<file path="config.mk">
export PLATFORM = sky130hd
export DESIGN_NAME = mscan_seq
export DESIGN_NICKNAME = d
export VERILOG_FILES = /design/src/rtl/mscan_pkg.sv /design/src/rtl/mscan_rtrig.sv /design/src/rtl/mscan_walk.sv /design/src/rtl/mscan_settle.sv /design/src/rtl/mscan_seq.sv
export SDC_FILE = /design/constraint.sdc
export NUM_CORES = 1
export LEC_CHECK = 0
export CAP_MARGIN = 25
export CORE_MARGIN = 4
export CORE_UTILIZATION = 55
export DETAILED_ROUTE_END_ITERATION = 7
export HOLD_SLACK_MARGIN = 0.1
export PLACE_DENSITY_LB_ADDON = 0.08
export SYNTH_ARGS = -nofsm -noshare
export SYNTH_HDL_FRONTEND = slang
export SYNTH_SLANG_ARGS = --single-unit
</file>
<file path="constraint.sdc">
create_clock -name clk -period 7.55 [get_ports clk]
set_input_delay 0.755 -clock clk [delete_from_list [all_inputs] [get_ports clk]]
set_output_delay 0.755 -clock clk [all_outputs]
set_load 0.05 [all_outputs]
</file>
<file path="src/rtl/mscan_pkg.sv">
package mscan_pkg;

    localparam int unsigned LIST_MAX_DEF = 1024;
    localparam int unsigned SCAN_MAX_DEF = 256;

    typedef enum logic [1:0] {
        SEQ_IDLE   = 2'd0,
        SEQ_ACQ    = 2'd1,
        SEQ_SETTLE = 2'd2,
        SEQ_ARMED  = 2'd3
    } seq_state_e;

    typedef struct packed {
        logic halt;   // stop or buffer full
        logic go;     // initial trigger
        logic rtrig;  // retrigger from the selected source
    } seq_evt_t;

    // true when a zero-based position is the last of lim entries
    function automatic logic at_limit(input int unsigned pos, input int unsigned lim);
        return (pos + 1) == lim;
    endfunction

endpackage

</file>
<file path="src/rtl/mscan_rtrig.sv">
module mscan_rtrig #(
    parameter int unsigned PER_W = 24
) (
    input  logic             clk,
    input  logic             rst,
    input  logic             run,
    input  logic             ext_mode,
    input  logic [PER_W-1:0] period,
    input  logic             ext_evt,
    output logic             fire
);

    logic [PER_W-1:0] tmr_q;
    logic             wrap;

    always_comb begin
        wrap = run && (tmr_q == (period - PER_W'(1)));
        fire = ext_mode ? ext_evt : wrap;
    end

    always_ff @(posedge clk) begin
        if (rst || !run) begin
            tmr_q <= '0;
        end else if (wrap) begin
            tmr_q <= '0;
        end else begin
            tmr_q <= tmr_q + PER_W'(1);
        end
    end

endmodule

</file>
<file path="src/rtl/mscan_walk.sv">
module mscan_walk #(
    parameter int unsigned LIST_MAX = mscan_pkg::LIST_MAX_DEF,
    parameter int unsigned SCAN_MAX = mscan_pkg::SCAN_MAX_DEF,
    localparam int unsigned IDX_W  = $clog2(LIST_MAX),
    localparam int unsigned LEN_W  = $clog2(LIST_MAX + 1),
    localparam int unsigned SC_W   = $clog2(SCAN_MAX),
    localparam int unsigned SCFG_W = $clog2(SCAN_MAX + 1)
) (
    input  logic              clk,
    input  logic              rst,
    input  logic              clr,
    input  logic              step,
    input  logic [LEN_W-1:0]  cfg_len,
    input  logic [SCFG_W-1:0] cfg_scans,
    output logic [IDX_W-1:0]  idx,
    output logic              burst_end
);

    logic [IDX_W-1:0] idx_q;
    logic [SC_W-1:0]  scan_q;
    logic             row_end;
    logic             scan_end;

    always_comb begin
        row_end   = mscan_pkg::at_limit(32'(idx_q), 32'(cfg_len));
        scan_end  = mscan_pkg::at_limit(32'(scan_q), 32'(cfg_scans));
        burst_end = step && row_end && scan_end;
        idx       = idx_q;
    end

    always_ff @(posedge clk) begin
        if (rst || clr) begin
            idx_q  <= '0;
            scan_q <= '0;
        end else if (step) begin
            if (row_end) begin
                idx_q  <= '0;
                scan_q <= scan_end ? '0 : scan_q + SC_W'(1);
            end else begin
                idx_q <= idx_q + IDX_W'(1);
            end
        end
    end

endmodule

</file>
<file path="src/rtl/mscan_settle.sv">
module mscan_settle #(
    parameter int unsigned SET_W = 8
) (
    input  logic             clk,
    input  logic             rst,
    input  logic             load,
    input  logic [SET_W-1:0] span,
    output logic             last
);

    logic [SET_W-1:0] left_q;

    assign last = (left_q == SET_W'(1));

    always_ff @(posedge clk) begin
        if (rst) begin
            left_q <= '0;
        end else if (load) begin
            left_q <= span;
        end else if (left_q != '0) begin
            left_q <= left_q - SET_W'(1);
        end
    end

endmodule

</file>
<file path="src/rtl/mscan_seq.sv">
module mscan_seq #(
    parameter int unsigned LIST_MAX = mscan_pkg::LIST_MAX_DEF,
    parameter int unsigned SCAN_MAX = mscan_pkg::SCAN_MAX_DEF,
    parameter int unsigned PER_W    = 24,
    parameter int unsigned SET_W    = 8,
    localparam int unsigned IDX_W  = $clog2(LIST_MAX),
    localparam int unsigned LEN_W  = $clog2(LIST_MAX + 1),
    localparam int unsigned SCFG_W = $clog2(SCAN_MAX + 1)
) (
    input  logic              clk,
    input  logic              rst,
    input  logic [LEN_W-1:0]  cfg_len,
    input  logic [SCFG_W-1:0] cfg_scans,
    input  logic              cfg_ext_mode,
    input  logic [PER_W-1:0]  cfg_period,
    input  logic [SET_W-1:0]  cfg_settle,
    input  logic              start,
    input  logic              stop,
    input  logic              buf_full,
    input  logic              sample_tick,
    input  logic              ext_retrig,
    input  logic              ovr_clr,
    output logic              conv_stb,
    output logic [IDX_W-1:0]  conv_idx,
    output logic              trig_out,
    output logic              ovr_flag
);

    mscan_pkg::seq_state_e st_q, st_d;
    mscan_pkg::seq_evt_t   evt;

    logic             src_fire;
    logic             step;
    logic             walk_clr;
    logic             burst_end;
    logic             settle_last;
    logic             ovr_set;
    logic [IDX_W-1:0] pos;
    logic             stb_q;
    logic [IDX_W-1:0] idx_q;
    logic             ovr_q;

    mscan_rtrig #(.PER_W(PER_W)) u_rtrig (
        .clk      (clk),
        .rst      (rst),
        .run      (st_q != mscan_pkg::SEQ_IDLE),
        .ext_mode (cfg_ext_mode),
        .period   (cfg_period),
        .ext_evt  (ext_retrig),
        .fire     (src_fire)
    );

    mscan_walk #(.LIST_MAX(LIST_MAX), .SCAN_MAX(SCAN_MAX)) u_walk (
        .clk       (clk),
        .rst       (rst),
        .clr       (walk_clr),
        .step      (step),
        .cfg_len   (cfg_len),
        .cfg_scans (cfg_scans),
        .idx       (pos),
        .burst_end (burst_end)
    );

    mscan_settle #(.SET_W(SET_W)) u_settle (
        .clk  (clk),
        .rst  (rst),
        .load (burst_end),
        .span (cfg_settle),
        .last (settle_last)
    );

    always_comb begin
        evt.halt  = stop || buf_full;
        evt.go    = start;
        evt.rtrig = src_fire;

        step     = (st_q == mscan_pkg::SEQ_ACQ) && sample_tick && !evt.halt;
        walk_clr = (st_q != mscan_pkg::SEQ_ACQ);
        ovr_set  = !evt.halt && evt.rtrig &&
                   ((st_q == mscan_pkg::SEQ_ACQ) || (st_q == mscan_pkg::SEQ_SETTLE));

        st_d = st_q;
        if (evt.halt) begin
            st_d = mscan_pkg::SEQ_IDLE;
        end else begin
            case (st_q)
                mscan_pkg::SEQ_IDLE: begin
                    if (evt.go) st_d = mscan_pkg::SEQ_ACQ;
                end
                mscan_pkg::SEQ_ACQ: begin
                    if (burst_end) begin
                        st_d = (cfg_settle == '0) ? mscan_pkg::SEQ_ARMED
                                                  : mscan_pkg::SEQ_SETTLE;
                    end
                end
                mscan_pkg::SEQ_SETTLE: begin
                    if (settle_last) st_d = mscan_pkg::SEQ_ARMED;
                end
                mscan_pkg::SEQ_ARMED: begin
                    if (evt.rtrig) st_d = mscan_pkg::SEQ_ACQ;
                end
                default: st_d = mscan_pkg::SEQ_IDLE;
            endcase
        end
    end

    always_ff @(posedge clk) begin
        if (rst) begin
            st_q  <= mscan_pkg::SEQ_IDLE;
            stb_q <= 1'b0;
            idx_q <= '0;
            ovr_q <= 1'b0;
        end else begin
            st_q  <= st_d;
            stb_q <= step;
            if (step) idx_q <= pos;
            if (ovr_set) begin
                ovr_q <= 1'b1;
            end else if (ovr_clr) begin
                ovr_q <= 1'b0;
            end
        end
    end

    assign conv_stb = stb_q;
    assign conv_idx = idx_q;
    assign trig_out = (st_q != mscan_pkg::SEQ_ACQ);
    assign ovr_flag = ovr_q;

endmodule

</file>
==> impl_metrics.py <==
metrics = {
    "outcome": {
        "outcome": "completed",
    },
    "floorplan": {
        "start_util_pct": 56.28,
        "die_y_microns": 96.93,
        "dieArea_sq_um": 9394,
        "die_width_microns": 96.93,
        "ios": 74,
        "rows": 32,
        "core-area_sq_um": 7727,
    },
    "finish": {
        "mostFrequentLayoutCell": "nor2_1",
        "most-common-layout-cells": "92 x nor2_1, 73 x clkdlybuf4s50_1, 64 x dfxtp_1, 60 x nand2_1, 36 x xnor2_1",
        "num-nets-final": 708,
        "nFillCells": 670,
        "syn_to_final_growth_pct": 21.29,
        "n_antenna_cell": 0,
        "multi_input_area_sq_um": 2908,
        "seq_area_sq_um": 1281,
        "drive_above_1_share_pct": 3.599,
    },
    "drt": {
        "wirelength_mm": 10.55,
        "met1_length_mm": 4.857,
        "wl_met3_microns": 706,
        "vias": 4223,
        "dr.pass1.iters": 4,
        "drcViolationCount": 0,
        "dr.max_layer_used": "met4",
        "ant_nets": 0,
        "wl_met2_mm": 4.867,
        "routed_via_density": 5.699,
        "drtIter0Drc": 147,
        "post_drt_wl_per_cell_microns": 14.23,
    },
    "pwr": {
        "p_total_uw": 746.6,
        "power.density_nw_per_um2": 141.5,
        "peakVddDrop_uv": 107.3,
        "leakagePower_nw": 1.803,
    },
    "clock_network": {
        "cts_max_level": 3,
        "ctsHoldBuffers": 0,
        "cts.repair.resized": 0,
        "clk_pin_slew_worst_paths_ps": 60,
        "cts_root_buffer": "clkbuf_8",
        "cts_setup_buffers": 0,
        "tritoncts": "done",
        "cts.sinks": 64,
        "cts_made_buffers": 9,
        "insertion_delay_ps": 330,
        "clk_path_buf_depth": 2,
    },
    "synthesis": {
        "ys.flop_type": "dfxtp_1",
        "synth-edff-count": 0,
        "synth_seq_cells": 64,
        "yosysSeqAreaShare_pct": 29.46,
        "yosysUniqueCellTypes": 60,
        "syn_inst": 578,
        "async_reset_ff_share_pct": 0,
        "syn-cell-area_sq_um": 4349,
        "avgSynthCellArea_sq_um": 7.525,
        "syn_nets": 649,
        "ys_warn_count": 0,
    },
    "critical_path": {
        "critPathLaunchType": "input pin",
        "worstPathMaxFanout": 23,
        "cp.required_ps": 7730,
        "cp_slowest_cell": "nand2_1",
        "critPathArrivalTime_ps": 4410,
        "crit_family": "simple AND/OR/NAND/NOR gates",
        "crit_path_cell_trace": "clkdlybuf4s50_1, or4_4, or3_1, or3_4, or3b_1, a31oi_1, o2111ai_2, nand2_1, nor2_1",
        "worstSetupPathType": "input pin to register",
        "crit_path_max_incr_delay_ps": 610,
        "crit_buf_inv": 1,
        "endpoint_kind": "register",
    },
    "job": {
        "cap_violations": 0,
    },
    "timing": {
        "final.min_clock_period_ps": 4230,
        "fin_ws_ps": 3320,
        "setup_tns_ps": 0,
        "rsz0062_at_grt": "no",
        "tightest_slew_ps": 792.7,
        "timing.final.max_slew_violations": 0,
        "fin_crit_sh_pct": 56.02,
        "fin_skew_ps": 8.891,
        "hold_viol_final": 0,
        "setup_violations": 0,
        "relSlewSlack_pct": 46.99,
        "fmax_ghz": 0.2364,
    },
    "placed_design": {
        "place_ws_ps": 2992,
        "hpwl_mm": 7.872,
        "gp_congestion": 0.8371,
        "io_buffers": 73,
    },
    "global_routing": {
        "antenna_found_initial": 0,
        "grt_max_degree": 24,
        "grt_pass1_vias": 4032,
        "track_usage_pct": 22.56,
        "grt-ovfl-total": 0,
        "grt_pass1_wl_mm": 18.08,
    },
    "hold_path": {
        "min_path_type": "register to register",
    },
}
==> per-layer routing <==
metal | vias up | GRT usage (%)
met1 | 1935 | 29.66
li1 | 2157 | -
met3 | 10 | 5.191
met5 | - | 0
met4 | 0 | 8.099
met2 | 121 | 36.20
==> area by class of cell <==
type | count | share of cell area, %
inverters | 13 | 0.9250
well taps | 102 | 2.419
multi-input cells | 476 | 55.12
repair buffers | 73 | 13.85
flip-flops and latches | 64 | 24.29
clock buffers | 13 | 3.392
==> registers in the layout (all words and copies together) (netlist names) <==
register and count:
u_walk.idx 10, conv_stb 1, u_settle.left_q 8, u_rtrig.tmr_q 24
ovr_flag 1, st_q 2, conv_idx 10, u_walk.scan_q 8
==> worst reg2reg max path, stage by stage, from the launching register on <==
cell	delay [ps]
dfxtp_1	530
ha_1	360
nand3_1	290
or4_1	580
a22oi_1	230
and2_1	460
nand3_1	550
a221oi_2	490
mux2i_1	220
==> where the power goes <==
| part | switching [mW] | leakage, nW | internal, mW | total (mW) |
|---|---|---|---|---|
| registers | 0.00449 | 0.515 | 0.343 | 0.347 |
| clock network | 0.122 | 0.0935 | 0.150 | 0.272 |
| logic | 0.0609 | 1.19 | 0.0670 | 0.128 |
==> kinds of logic after synthesis <==
| kind of cell | Yosys count | share of synthesized area [%] |
|---|---|---|
| XOR/XNOR | 68 | 13.69 |
| AND/OR/NAND/NOR | 285 | 32.60 |
| multiplexers | 15 | 3.510 |
| AO/OA/AOI/OAI | 98 | 14.18 |
| flip-flops | 64 | 29.46 |
| adder cells (fa/ha/maj) | 10 | 2.877 |
| buffers and inverters | 38 | 3.682 |
==> path summary, 6_finish.rpt <==
kind / from / end / slack (ps) / depth (start not counted)
worst max register to register: u_walk.idx[0] / st_q[1] / 3770 / 8
worst max-delay path: cfg_period[4] / u_rtrig.tmr_q[14] / 3320 / 9
worst min-delay path: conv_idx[1] / conv_idx[1] / 460 / 2
worst min register to register: conv_idx[1] / conv_idx[1] / 460 / 2
==> per-stage QoR <==
stage	area, sq um	hold WS (ps)	util, %	instances
after floorplan	4349	439.8	-	578
after detailed placement	5096	451.1	65.95	728
after CTS	5275	462.4	68.26	741
after global placement	5096	442.4	65.95	728
after global routing	5275	481.5	68.26	741
final	5275	458.4	68.26	741
==> Yosys cell counts (all sizes together) (5+ instances only) <==
master  count  area share [%]
xor2       32             6.4
buf         5            0.83
a21oi      34             3.9
o21ai      29             3.3
nand3b     10             1.7
clkbuf     20             1.7
xnor2      36             7.2
or4         7             1.3
or3         9             1.4
nand4       9             1.3
nor2       92             7.9
nor2b       8             1.2
mux2i      13             3.0
nand3      29             3.3
ha         10             2.9
inv        13             1.1
and3       13             1.9
nor4       13             1.9
nor3       13             1.5
dfxtp      64              29
nand2      60             5.2
(Power assumes the default switching activity.)
